## config.mk

```make
export PLATFORM = sky130hd
export DESIGN_NAME = pwr_mode_seq
export DESIGN_NICKNAME = d
export VERILOG_FILES = /design/src/rtl/pwr_mode_pkg.sv /design/src/rtl/pwr_pin_tracker.sv /design/src/rtl/pwr_req_check.sv /design/src/rtl/pwr_mode_fsm.sv /design/src/rtl/pwr_mode_seq.sv
export SDC_FILE = /design/constraint.sdc
export NUM_CORES = 1
export LEC_CHECK = 0
export BUFFER_PORTS_ARGS = -buffer_cell sky130_fd_sc_hd__buf_2
export CORE_AREA = 4 4 41 43
export DETAILED_ROUTE_END_ITERATION = 6
export DIE_AREA = 0 0 45 47
export GPL_TIMING_DRIVEN = 0
export PLACE_DENSITY = 0.82
export REMOVE_ABC_BUFFERS = 1
export SYNTH_ARGS = -nofsm -noshare
export SYNTH_HDL_FRONTEND = slang
export SYNTH_SLANG_ARGS = --single-unit
```

## constraint.sdc

```tcl
create_clock -name clk -period 1.6 [get_ports clk]
set_clock_uncertainty 0.1 [all_clocks]
set_input_delay 0.24 -clock clk [delete_from_list [all_inputs] [get_ports clk]]
set_output_delay 0.24 -clock clk [all_outputs]
set_load 0.02 [all_outputs]
```

## src/rtl/pwr_mode_pkg.sv

```systemverilog
package pwr_mode_pkg;

  typedef enum logic [1:0] {
    PM_NORMAL = 2'b00,
    PM_SLEEP  = 2'b01,
    PM_RESET  = 2'b10,
    PM_DEEP   = 2'b11
  } pm_mode_e;

  localparam int PM_PDN_BIT = 3;
  localparam int PM_PDL_BIT = 4;

  typedef struct packed {
    logic core;
    logic link;
    logic ring;
  } pm_en_t;

  function automatic pm_mode_e pm_decode(input logic pdl, input logic pdn);
    return pm_mode_e'({pdl, pdn});
  endfunction

  function automatic logic pm_is_low(input pm_mode_e m);
    return (m == PM_SLEEP) || (m == PM_DEEP);
  endfunction

  function automatic pm_en_t pm_enables(input pm_mode_e m, input logic clk_good);
    pm_en_t e;
    case (m)
      PM_RESET:  e = '{core: 1'b1, link: 1'b0,     ring: 1'b0};
      PM_NORMAL: e = '{core: 1'b1, link: clk_good, ring: 1'b1};
      PM_SLEEP:  e = '{core: 1'b0, link: 1'b1,     ring: 1'b1};
      default:   e = '{core: 1'b0, link: 1'b0,     ring: 1'b0};
    endcase
    return e;
  endfunction

endpackage

```

## src/rtl/pwr_pin_tracker.sv

```systemverilog
module pwr_pin_tracker #(
  parameter int SYNC_STAGES = 2
) (
  input  logic clk,
  input  logic rst_n,
  input  logic pin_rst_n,
  input  logic mclk_ok,
  output logic pin_low,
  output logic pending,
  output logic rst_fire
);
  localparam int SW = (SYNC_STAGES < 2) ? 2 : SYNC_STAGES;

  logic [SW-1:0] sync_q;
  logic          armed_q;
  logic          pin_s;

  always_ff @(posedge clk or negedge rst_n) begin
    if (!rst_n) sync_q <= '1;
    else        sync_q <= {sync_q[SW-2:0], pin_rst_n};
  end

  assign pin_s    = sync_q[SW-1];
  assign rst_fire = armed_q & pin_s & mclk_ok;

  always_ff @(posedge clk or negedge rst_n) begin
    if (!rst_n)        armed_q <= 1'b0;
    else if (!pin_s)   armed_q <= 1'b1;
    else if (rst_fire) armed_q <= 1'b0;
  end

  assign pin_low = ~pin_s;
  assign pending = armed_q;
endmodule

```

## src/rtl/pwr_req_check.sv

```systemverilog
module pwr_req_check
  import pwr_mode_pkg::*;
#(
  parameter int CTRL_W = 8,
  parameter int CFG_W  = 8
) (
  input  pm_mode_e          mode,
  input  logic              hold,
  input  logic              wr_en,
  input  logic [CTRL_W-1:0] wr_data,
  input  logic [CFG_W-1:0]  cfg_a,
  input  logic [CFG_W-1:0]  cfg_b,
  input  logic [CFG_W-1:0]  cfg_c,
  output logic              cfg_ok_all,
  output logic              stage2_zero,
  output logic              req_take,
  output logic              req_reject,
  output pm_mode_e          req_mode
);
  function automatic logic all_nonzero(input logic [CFG_W-1:0] a,
                                       input logic [CFG_W-1:0] b,
                                       input logic [CFG_W-1:0] c);
    return (|a) & (|b) & (|c);
  endfunction

  logic wr_live;
  logic legal;

  assign cfg_ok_all  = all_nonzero(cfg_a, cfg_b, cfg_c);
  assign stage2_zero = ~(|cfg_c);
  assign req_mode    = pm_decode(wr_data[PM_PDL_BIT], wr_data[PM_PDN_BIT]);
  assign wr_live     = wr_en & ~hold & ~pm_is_low(mode);

  always_comb begin
    case (req_mode)
      PM_SLEEP: legal = cfg_ok_all;
      PM_DEEP:  legal = stage2_zero;
      default:  legal = 1'b1;
    endcase
  end

  assign req_take   = wr_live & legal;
  assign req_reject = wr_live & ~legal;
endmodule

```

## src/rtl/pwr_mode_fsm.sv

```systemverilog
module pwr_mode_fsm
  import pwr_mode_pkg::*;
(
  input  logic     clk,
  input  logic     rst_n,
  input  logic     rst_fire,
  input  logic     req_take,
  input  logic     req_reject,
  input  pm_mode_e req_mode,
  input  logic     clk_good,
  output pm_mode_e mode,
  output logic     err,
  output pm_en_t   en
);
  always_ff @(posedge clk or negedge rst_n) begin
    if (!rst_n) begin
      mode <= PM_RESET;
      err  <= 1'b0;
    end else if (rst_fire) begin
      mode <= PM_RESET;
      err  <= 1'b0;
    end else begin
      if (req_take)   mode <= req_mode;
      if (req_reject) err  <= 1'b1;
    end
  end

  assign en = pm_enables(mode, clk_good);
endmodule

```

## src/rtl/pwr_mode_seq.sv

```systemverilog
module pwr_mode_seq
  import pwr_mode_pkg::*;
#(
  parameter int CTRL_W      = 8,
  parameter int CFG_W       = 8,
  parameter int SYNC_STAGES = 2
) (
  input  logic              clk,
  input  logic              rst_n,
  input  logic              wr_en,
  input  logic [CTRL_W-1:0] wr_data,
  input  logic              pin_rst_n,
  input  logic              mclk_ok,
  input  logic [CFG_W-1:0]  cfg_stage1_a,
  input  logic [CFG_W-1:0]  cfg_stage1_b,
  input  logic [CFG_W-1:0]  cfg_stage2,
  output logic [1:0]        mode_o,
  output logic              core_en,
  output logic              link_en,
  output logic              ring_en,
  output logic              err_o
);
  logic     pin_low, pending, rst_fire;
  logic     cfg_ok_all, stage2_zero;
  logic     req_take, req_reject;
  pm_mode_e req_mode, mode;
  pm_en_t   en;
  logic     err;

  pwr_pin_tracker #(.SYNC_STAGES(SYNC_STAGES)) u_pin (
    .clk(clk), .rst_n(rst_n), .pin_rst_n(pin_rst_n), .mclk_ok(mclk_ok),
    .pin_low(pin_low), .pending(pending), .rst_fire(rst_fire)
  );

  pwr_req_check #(.CTRL_W(CTRL_W), .CFG_W(CFG_W)) u_req (
    .mode(mode), .hold(pin_low | pending), .wr_en(wr_en), .wr_data(wr_data),
    .cfg_a(cfg_stage1_a), .cfg_b(cfg_stage1_b), .cfg_c(cfg_stage2),
    .cfg_ok_all(cfg_ok_all), .stage2_zero(stage2_zero),
    .req_take(req_take), .req_reject(req_reject), .req_mode(req_mode)
  );

  pwr_mode_fsm u_fsm (
    .clk(clk), .rst_n(rst_n), .rst_fire(rst_fire), .req_take(req_take),
    .req_reject(req_reject), .req_mode(req_mode), .clk_good(cfg_ok_all),
    .mode(mode), .err(err), .en(en)
  );

  assign mode_o  = mode;
  assign core_en = en.core;
  assign link_en = en.link;
  assign ring_en = en.ring;
  assign err_o   = err;
endmodule

```

Yosys cells after proc, flatten, opt, wreduce, memory -nomap -nowiden --
Index checks and enable logic that the tools add are counted.
Storage, ports and cells: register bits after elaboration 6, bits of input ports 37, output and inout port bits 6, word-level logic and storage cells 39
Cells by class: equality and inequality tests 6, mux-type cells 8, bitwise operators 14, reduce and logical (&&, ||, !) cells 7
Operator list (count):
- $reduce_or 8->1 | 3
- $pmux 3 s3 | 1
- $and 1x1->1 | 8
- $eq 2x2->1 const B | 3
- $not 1->1 | 5
- $eq 2x1->1 const B | 2
- $mux 1 | 4
- $mux 2 | 2
- $reduce_bool 2->1 | 2
- $logic_not 2->1 | 1
- $ne 2x2->1 const B | 1
- $pmux 1 s2 | 1
- $logic_or 1x1->1 | 1
- $or 1x1->1 | 1

Logic depth before layout (Yosys ltp) --
Gate-level depths: netlist of run 1.
depth after elaboration 8, mapped depth 4, gate-level depth less buffers 4

Cells and area by module --
From an unflattened synthesis of run 1, not the netlist that was laid out.
Unflattened totals: cells, all modules 42, area, all modules 361.6 um^2
By module, submodules not included:
- pwr_req_check | times used 1, cells each 20, area an instance 131.4 um^2
- pwr_mode_fsm | times used 1, cells each 14, area an instance 127.6 um^2
- pwr_pin_tracker | times used 1, cells each 7, area an instance 96.3 um^2
- pwr_mode_seq | times used 1, cells each 1, area an instance 6.3 um^2

Worst setup path before layout of run 1 --
OpenSTA, ideal clock, no wires.
path kind register -> register, from reg u_fsm.mode[0], to reg u_fsm.mode[0], setup time 0.124 ns, arrival time 1.306 ns, slack 0.070 ns, stages on the path, launching flop included 5, path buffers 0, period minus slack after synthesis 1.530 ns, cell sequence dfrtp_1 and4bb_4 and3_1 and4_1 o31a_1
Between the ends: longest elaborated chain between the ends 6
RTL lines:
- start: declaration | line pwr_mode_fsm.sv:11 | output pm_mode_e mode,
- start signal: assignment | line pwr_mode_fsm.sv:23 | if (req_take) mode <= req_mode;
- $eq 2x1->1 / $eq 2x2->1 (equally long branches) | line pwr_mode_pkg.sv:24 | return (m == PM_SLEEP) || (m == PM_DEEP);
- $logic_or 1x1->1 * | line pwr_mode_pkg.sv:24
- $not 1->1 * | line pwr_req_check.sv:32 | assign wr_live = wr_en & ~hold & ~pm_is_low(mode);
- $and 1x1->1 * | line pwr_req_check.sv:32
- $and 1x1->1 * | line pwr_req_check.sv:42 | assign req_take = wr_live & legal;
- $reduce_bool 2->1 (no line) *
Every way passes the cells marked *; elsewhere a longest branch is shown, timed or not. A chain may end at the register's enable or synchronous reset.

Final worst setup path of run 1 --
Same ends and word-level chain as after synthesis.

==> key figures, run 1 <==
Power and ir drop
  • Leakage: approximately 0.32 nW
  • Pwr Total: roughly 0.00048 W
  • Peak VDD IR: 0.000379 V
  • Cell area power density: approximately 750 nW/um^2

Synth
  • Netlist cell types: 18
  • Count leader, synth: a21oi_1
  • Mean Syn Cell Area: 9.63 um^2
  • Post-synthesis register bit count: 6
  • Synth Cell Area: 385 um^2
  • Share of the synthesized area in the top cell type: between 20% and 30%
  • Largest area contributor in the netlist: dfstp_2
  • Cells after synthesis: 40
  • Post-synth top cells: a21oi_1, inv_1, nand2_1, nor4_1
  • Asr flop ratio synth: 100%
  • Seq/Total Area, Yosys: between 30 and 40%
  • Main synth FF type: dfstp_2
  • Most area-consuming cells after synthesis: dfstp_2, dfrtp_1, nor4_4
  • Synth warnings: 0
  • Post-synth EDFFs: 0

STA
  • Fin crit share: between 90% and 100%
  • Max-slew violation count: 0
  • Hold WS: around 0.12 ns
  • Final setup fails: 0
  • Minimum clock period: 1.47 ns
  • Max frequency: between 0.6 and 0.7 GHz
  • Final Hold Viols: 0
  • Slew headroom: 80.5%
  • Post-route setup TNS: 0 ns
  • Pin slew with the least headroom to its limit: 0.289 ns
  • Unrepaired setup endpoints after global routing: false

Worst setup path
  • Largest stage delay, worst path: 0.39 ns
  • CP max FO: 5
  • CP Capture Type: flip-flop
  • Critical path, cell by cell: and4bb_4 -> and3_1 -> and4_1 -> o31a_1
  • Worst Path Required: 1.62 ns
  • WS Path Type: flip-flop to flip-flop
  • Crit path max-delay cell type: dfrtp_1
  • Crit path DAT: 1.49 ns
  • Worst Setup Start Kind: flip-flop

Hold path
  • HP Class: input port to flip-flop

Clock tree
  • CTS Buf Count: 3
  • CTS tree: done
  • Setup repair bufs after CTS: 0
  • Cts repair resizes: 0
  • Clk slew on worst S/H paths: 0.05 ns
  • Root Driver: clkbuf_4
  • Max clock buf depth: 2
  • Num Clock Sinks: 6
  • Worst skew pair latency: about 0.24 ns
  • Hold Buf Count CTS: 2
  • H-Tree Depth: 1

Cells and area
  • Layout cell share with drive strength beyond 1: about 57%
  • Synth-to-Final Area Change: 63.6%
  • Diodes inserted: 0
  • Post-Layout Inst Area: around 630 um^2
  • Fill cell count: 132
  • Post-layout nets: 120
  • Final Non-Filler Cells: 97

Drt
  • WL final: 1060 um
  • Vias per Instance: just under 5
  • 1st-pass router iterations: 4
  • Residual DRC count: 0
  • Remaining antenna violation count: 0
  • DRT iter0 DRCs: 1
  • DR WL/cell: 10.9 um
  • Vias: 466

Flow run
  • Max-Cap Viols: 0

Floorplanning
  • Die footprint: 2120 um^2
  • Die Y: 47 um
  • Initial Util: 29.6%
  • # IOs: 43
  • FP Rows: 13
  • Chip Width: 45 um
  • Core area: 1300 um^2

Global route
  • Vias in the first global route: 476
  • Largest net degree at the start of global routing: 7
  • Initial antenna violation count: 0
  • First-pass GRT wire length: 1680 um
  • Busiest layer in global routing: met2
  • Met3 usage: 3.07%
  • Met2 usage: 21.2%
  • Gr usage total: a little over a tenth
  • Met1 usage: 9.77%
  • GRT overflow: 0

Place
  • Final Wtd Congestion: 0.725
  • Detailed placement HPWL: 954 um
  • Placed Instances: between 90 and 100
  • DP Area: about 580 um^2
  • Port Buffers: 36

Status
  • Status: finished, final reports clean
-- path summary, 6_finish.rpt --
kind | start | endpoint | slack, ns | cells after the start
worst max-delay path | u_fsm.mode[0] | u_fsm.mode[0] | 0.13 | 4
worst min-delay path | mclk_ok | u_pin.pending | 0.12 | 2
worst max register to register | u_fsm.mode[0] | u_fsm.mode[0] | 0.13 | 4
worst min register to register | u_pin.sync_q[0] | u_pin.sync_q[1] | 0.26 | 0
max in group asynchronous | rst_n | u_pin.sync_q[0] | 0.93 | 2
min in group asynchronous | rst_n | u_fsm.mode[0] | 0.25 | 2
-- kinds of logic after synthesis --
kind of cell	after synthesis	share of synthesized area [%]
buffers and inverters	4	3.89
AND/OR/NAND/NOR	19	37.7
flip-flops	6	39.9
AO/OA/AOI/OAI	11	18.5
-- critical path: cells and delay by family, from the launching register on --
| kind | cells | cell delay [ns] |
|---|---|---|
| AO/OA/AOI/OAI | 1 | 0.27 |
| flip-flops | 1 | 0.39 |
| AND/OR/NAND/NOR | 3 | 0.59 |
-- metal layers --
metal / part of all wire, % / vias to the layer above
met1: 33 / 204
li1: - / 239
met3: 15 / 0
met2: 52 / 23
met4: 0 / 0
met5: 0 / -
-- sequential cells by signal, summed over array words and instances, names as in the netlist --
| signal | cells |
|---|---|
| u_pin.sync_q | 2 |
| u_fsm.mode | 2 |
| u_pin.pending | 1 |
| u_fsm.err | 1 |
-- stage by stage --
step	worst slack, ns	utilization (%)
6_report	0.130	48.5
5_1_grt	0.0320	48.5
4_1_cts	0.122	48.5
3_5_place_dp	0.132	44.9
3_3_place_gp	0.127	44.9
2_1_floorplan	0.0705	-
-- cells in the final DEF (no fill, tap or decap) --
| cell type | count |
|---|---|
| nand3_1 | 3 |
| dfstp_2 | 3 |
| o21ai_0 | 2 |
| nand2_2 | 1 |
| nor2_1 | 1 |
| a32o_2 | 1 |
| and4bb_4 | 1 |
| dlygate4sd3_1 | 2 |
| nor4_4 | 2 |
| buf_2 | 36 |
| a311o_1 | 1 |
| a31oi_1 | 1 |
| and4_1 | 1 |
| nor4_1 | 4 |
| dfrtp_1 | 3 |
| and3_1 | 2 |
| clkbuf_1 | 1 |
| inv_1 | 4 |
| clkbuf_4 | 3 |
| a21oi_1 | 5 |
| nand2_1 | 4 |
| o31a_1 | 1 |
-- final cells by class --
type	instances	area [um^2]	share of cell area [%]
clock buffers	4	26.3	4.17
inverters	4	15.0	2.38
multi-input cells	30	216	34.3
flip-flops and latches	6	154	24.4
well taps	15	18.8	2.98
repair buffers	38	200	31.7
-- power by group --
| group | internal (W) | switching (W) |
|---|---|---|
| Sequential | 0.000173 | 0.0000150 |
| Combinational | 0.0000671 | 0.0000757 |
| Clock | 0.0000942 | 0.0000513 |
| Total | 0.000334 | 0.000142 |
Note: power is estimated with default switching activity, not from simulation.
==> inputs of run 2 (changes only) <==
--- a/config.mk
+++ b/config.mk
@@ -10,8 +10,9 @@
 export DETAILED_ROUTE_END_ITERATION = 6
 export DIE_AREA = 0 0 45 47
 export GPL_TIMING_DRIVEN = 0
-export PLACE_DENSITY = 0.82
+export PLACE_DENSITY = 0.8
 export REMOVE_ABC_BUFFERS = 1
 export SYNTH_ARGS = -nofsm -noshare
 export SYNTH_HDL_FRONTEND = slang
+export SYNTH_HIERARCHICAL = 1
 export SYNTH_SLANG_ARGS = --single-unit
==> key figures, run 2 <==
Status
  • Status: finished with violations
  • Failing checks: negative setup slack

Clock tree
  • Max clock buf depth: 2
  • CTS Buf Count: 3
  • CTS tree: done
  • Clk slew on worst S/H paths: 0.05 ns
  • Root Driver: clkbuf_4
  • Worst skew pair latency: approximately 0.25 ns
  • H-Tree Depth: 1
  • Num Clock Sinks: 6

Drt
  • Residual DRC count: 0
  • Remaining antenna violation count: 0
  • 1st-pass router iterations: 4
  • Vias per Instance: 4.43
  • WL final: 1190 um
  • Vias: 443
  • DRT iter0 DRCs: 5
  • DR WL/cell: 11.9 um

Cells and area
  • Layout cell share with drive strength beyond 1: between 60% and 70%
  • Post-layout nets: 123
  • Commonest non-fill, non-tap cell in the layout: buf_2
  • Biggest regs: u_fsm/mode x2, u_pin/sync_q x2
  • Fill cell count: 140
  • Synth-to-Final Area Change: 79.6%
  • Most frequent cells in the layout: buf_2, nor2_1, nand2_1
  • Final Non-Filler Cells: 100
  • Diodes inserted: 0
  • Post-Layout Inst Area: between 600 and 700 um^2

Worst setup path
  • WS Path Type: input port to primary output
  • CP Capture Type: primary output
  • Critical path, cell by cell: buf_6 -> or4_4 -> nor2_4 -> nor2_1 -> nor2_1 -> nor2_1 -> buf_4
  • Largest stage delay, worst path: 0.53 ns
  • Cell family with most CP delay: simple AND/OR/NAND/NOR gates
  • Crit path DAT: 1.32 ns
  • Worst Setup Start Kind: input port
  • Top cell by count, worst path: nor2_1
  • Worst Path Required: 1.26 ns
  • WP buf/inv: 2
  • Crit path max-delay cell type: or4_4
  • CP max FO: 3

Flow run
  • Max-Cap Viols: 0

Synth
  • Main synth FF type: dfstp_2
  • Post-synth EDFFs: 0
  • Largest area contributor in the netlist: dfstp_2
  • Mean Syn Cell Area: 8.61 um^2
  • Post-synth top cells: nor2_1, nand2_1, inv_1, nor4_1
  • Count leader, synth: nor2_1
  • Seq/Total Area, Yosys: a little over two fifths
  • Post-synthesis register bit count: 6
  • Share of the synthesized area in the top cell type: 21.8%
  • Asr flop ratio synth: 100%
  • Most area-consuming cells after synthesis: dfstp_2, dfrtp_1, nor2_1
  • Cells after synthesis: 42
  • Synth Cell Area: 362 um^2
  • Synth warnings: 6
  • Netlist cell types: 18

Power and ir drop
  • Leakage: 0.344 nW
  • Peak VDD IR: 0.000442 V
  • Pwr Total: 0.000459 W
  • Cell area power density: 707 nW/um^2

Place
  • Pre-CTS setup slack: -0.301 ns
  • Placed Instances: 91
  • DP Area: 546 um^2
  • Detailed placement HPWL: 959 um
  • Port Buffers: 36
  • Final Wtd Congestion: 0.664

Global route
  • Met1 usage: 10.7%
  • Vias in the first global route: 442
  • Met2 usage: 24.6%
  • Met3 usage: between 6 and 7%
  • Largest net degree at the start of global routing: 7
  • First-pass GRT wire length: ~1800 um
  • Gr usage total: 12.7%
  • GRT overflow: 0
  • Busiest layer in global routing: met2
  • Initial antenna violation count: 0

STA
  • Final setup fails: 3
  • Minimum clock period: approximately 1.7 ns
  • Max-slew violation count: 0
  • Final Hold Viols: 0
  • Fin crit share: 104%
  • Unrepaired setup endpoints after global routing: true
  • Worst Slack Setup Final: -0.0611 ns
  • Hold WS: 0.0875 ns
  • Max frequency: 0.602 GHz
  • Pin slew with the least headroom to its limit: 0.218 ns
  • Slew headroom: 85.3%

Floorplanning
  • # IOs: 43
  • Initial Util: 27.8%
  • Chip Width: 45 um
  • Die footprint: 2120 um^2
  • FP Rows: 13
  • Die Y: 47 um
  • Core area: roughly 1300 um^2

Hold path
  • HP Class: input port to flip-flop
[run 2: cell types whose count changed in the layout (fill, tap and decap cells not counted), moves of 2 or more]
cell	before	now
a21oi_1	5	0
nor2_1	1	6
buf_4	0	4
buf_2	36	33
buf_6	0	2
nand3_1	3	1
nor4_4	2	0
o21ai_0	2	0
or4_4	0	2
[run 2: where the power goes]
part           internal, W  switching (W)
clock network    0.0000947      0.0000595
registers         0.000169     0.00000963
logic            0.0000633      0.0000629
total             0.000327       0.000132
[run 2: what timing repair did]
item,4_1_cts,5_1_grt
gates resized for setup,4,4
endpoints found under the hold margin,7,0
setup buffers,2,1
setup endpoints to repair,3,3
hold buffers,2,0
pin swaps,4,0
[run 2: final timing paths]
kind,slack [ns],startpoint,cells past startpoint,to
worst max-delay path,-0.06,cfg_stage2[1],7,link_en
worst min-delay path,0.09,mclk_ok,2,u_pin/pending
worst max register to register,-0.03,u_pin/sync_q[1],7,u_fsm/mode[0]
worst min register to register,0.24,u_pin/sync_q[0],0,u_pin/sync_q[1]
max in group asynchronous,0.94,rst_n,2,u_pin/sync_q[0]
min in group asynchronous,0.23,rst_n,2,u_fsm/err
[run 2: final cells by class]
cell class / count / area, um^2 / share of cell area, %
well taps: 15 / 18.8 / 2.89
repair buffers: 41 / 238 / 36.6
flip-flops and latches: 6 / 154 / 23.7
inverters: 5 / 18.8 / 2.89
multi-input cells: 29 / 194 / 29.9
clock buffers: 4 / 26.3 / 4.05
[run 2: cell families (layout without fill, tap and decap cells)]
group           Yosys count  after routing  synth area share (%)
flops                     6              6                  42.6
simple gates             25             25                  40.1
compound gates            3              3                  5.19
mux                       1              1                  2.77
buf+inv                   7             50                  9.34
[run 2: worst reg2reg max path, cell delays in order, from the launching register on]
cell and delay, ns:
dfstp_2 0.54, inv_2 0.03, or2_1 0.21, nor2_2 0.12
nand2_2 0.07, a31oi_4 0.17, mux2i_1 0.20, nor2_1 0.07
[run 2: through the flow]
step | utilization (%) | TNS [ns]
finish | 49.9 | -0.116
global route | 49.9 | -0.335
CTS | 48.5 | -0.142
detailed placement | 41.9 | -0.585
global placement | 41.9 | -0.473
floorplan | - | -0.0781
[run 2: layer usage]
metal	vias to the layer above	wire (um)
met4	0	17
met3	2	67
met1	203	385
met5	-	0
li1	228	-
met2	10	716
==> inputs of run 3 (changes only) <==
--- a/config.mk
+++ b/config.mk
@@ -6,11 +6,14 @@
 export NUM_CORES = 1
 export LEC_CHECK = 0
 export BUFFER_PORTS_ARGS = -buffer_cell sky130_fd_sc_hd__buf_2
-export CORE_AREA = 4 4 41 43
+export CELL_PAD_IN_SITES_DETAIL_PLACEMENT = 0
+export CELL_PAD_IN_SITES_GLOBAL_PLACEMENT = 1
+export CORE_MARGIN = 4
+export CORE_UTILIZATION = 19
 export DETAILED_ROUTE_END_ITERATION = 6
-export DIE_AREA = 0 0 45 47
 export GPL_TIMING_DRIVEN = 0
-export PLACE_DENSITY = 0.8
+export MAX_ROUTING_LAYER = met4
+export PLACE_DENSITY = 0.86
 export REMOVE_ABC_BUFFERS = 1
 export SYNTH_ARGS = -nofsm -noshare
 export SYNTH_HDL_FRONTEND = slang
==> key figures, run 3 (synthesis results as in run 2) <==
Status
  • Status: finished with violations
  • Failing checks: negative setup slack

Global route
  • First-pass GRT wire length: 2010 um
  • Initial antenna violation count: 0
  • GRT overflow: 0
  • Largest net degree at the start of global routing: 7
  • Gr usage total: 10.2%
  • Vias in the first global route: 471

Drt
  • Remaining antenna violation count: 0
  • DRT iter0 DRCs: 0
  • 1st-pass router iterations: 1
  • Vias: ~430
  • DR WL/cell: 10.3 um
  • Residual DRC count: 0
  • Vias per Instance: 3.94
  • WL final: roughly 1100 um

Hold path
  • HP Class: input port to flip-flop

Worst setup path
  • CP startpoint: cfg_stage2[7]
  • Crit path DAT: 1.32 ns
  • FF-to-FF setup slack: 0 ns
  • CP Capture Type: primary output
  • CP max FO: 3
  • Worst reg2reg startpoint: u_pin/sync_q[1]
  • Crit path max-delay cell type: or4_4
  • Largest stage delay, worst path: between 0.5 and 0.6 ns
  • Critical path, cell by cell: buf_6 -> or4_4 -> nor2_4 -> nor2_1 -> nor2_1 -> nor2_1 -> buf_4
  • WS Path Type: input port to primary output
  • Worst Setup Start Kind: input port
  • Top cell by count, worst path: nor2_1
  • Worst setup path end: link_en
  • Worst r2r dst: u_fsm/mode[0]
  • FF-to-FF path depth: 7
  • Worst Path Required: 1.26 ns

STA
  • Minimum clock period: 1.66 ns
  • Post-route setup TNS: -0.0592 ns
  • Worst Slack Setup Final: -0.0569 ns
  • Slew headroom: between 80% and 90%
  • Max-slew violation count: 0
  • Max frequency: 0.604 GHz
  • Fin crit share: 104%
  • Final Hold Viols: 0
  • Pin slew with the least headroom to its limit: 0.247 ns
  • Unrepaired setup endpoints after global routing: true
  • Hold WS: between 0.08 and 0.09 ns
  • Final setup fails: 2

Floorplanning
  • Chip Width: 51.6 um
  • Initial Util: a little over 20%
  • # IOs: 43
  • Die Y: 51.6 um
  • Core area: 1760 um^2
  • FP Rows: 15
  • Die footprint: 2670 um^2

Place
  • Detailed placement HPWL: 932 um
  • Placed Instances: between 100 and 150
  • Final Wtd Congestion: 0.646
  • Port Buffers: 36
  • DP Area: 558 um^2

Cells and area
  • Most frequent cells in the layout: buf_2, nor2_1, inv_1, nand2_1, nor4_1
  • Final Non-Filler Cells: about 110
  • Diodes inserted: 0
  • Post-layout nets: 121
  • Biggest regs: u_fsm/mode x2, u_pin/sync_q x2
  • Synth-to-Final Area Change: 78.9%
  • Commonest non-fill, non-tap cell in the layout: buf_2
  • Post-Layout Inst Area: between 600 and 700 um^2
  • Layout cell share with drive strength beyond 1: around three fifths

Clock tree
  • Num Clock Sinks: 6
  • Clk slew on worst S/H paths: ~0.05 ns
  • Root Driver: clkbuf_4
  • H-Tree Depth: 1
  • Max clock buf depth: 2
  • CTS Buf Count: 3
  • Worst skew pair latency: about 0.24 ns
  • CTS tree: done

Flow run
  • Max-Cap Viols: 0

Power and ir drop
  • Peak VDD IR: around 0.00032 V
  • Leakage: 0.336 nW
  • Cell area power density: approximately 700 nW/um^2
run 3: cell count changes in the layout (fill, tap and decap cells not counted), sizes merged:
| cell | change |
|---|---|
| buf | -2 |
run 3: how the worst min path moves through the flow:
stage                     cells after the start     from       endpoint  slack, ns
after floorplan                               0    rst_n      u_fsm/err      -0.16
after global placement                        1    rst_n      u_fsm/err      -0.04
after detailed placement                      1    rst_n  u_fsm/mode[0]      -0.03
after CTS                                     2  mclk_ok  u_pin/pending       0.08
after global routing                          2  mclk_ok  u_pin/pending       0.07
final                                         2  mclk_ok  u_pin/pending       0.08
run 3: critical path, delay by kind of cell:
family / cells / cell delay, ns
buffers and inverters: 2 / 0.24
AND/OR/NAND/NOR: 5 / 0.83
run 3: power by group:
group | total (W) | leakage [nW] | internal [W] | switching (W)
Clock | 0.000150 | 0.0150 | 0.0000945 | 0.0000556
Combinational | 0.000123 | 0.251 | 0.0000615 | 0.0000615
Sequential | 0.000178 | 0.0695 | 0.000169 | 0.00000908
run 3: routing by layer:
metal	wire, um	up-vias	GRT usage [%]
met1	400	199	11.4
met5	0	-	-
met4	0	0	3.93
met3	22	0	1.72
li1	-	223	-
met2	694	4	18.0
run 3: stage by stage:
stage	setup WS, ns	util, %	power, W
2_1_floorplan	-0.0781	-	0.000227
3_3_place_gp	-0.273	31.6	0.000289
3_5_place_dp	-0.270	31.6	0.000292
4_1_cts	-0.0632	35.7	0.000458
5_1_grt	-0.128	36.7	0.000492
6_report	-0.0569	36.7	0.000451
run 3: what timing repair did:
action	4_1_cts	5_1_grt
hold buffers	2	0
pin swaps	1	2
resized for setup	5	2
endpoints found under the setup margin	3	3
buffers inserted	0	1
cloned	0	0
hold endpoints to repair	7	0
run 3: area by class of cell:
type | count | area (um^2)
fill | 211 | 1120
timing repair buffer | 39 | 223
multi-input combinational | 29 | 194
sequential | 6 | 154
tap | 25 | 31.3
clock buffer | 4 | 26.3
inverter | 5 | 18.8
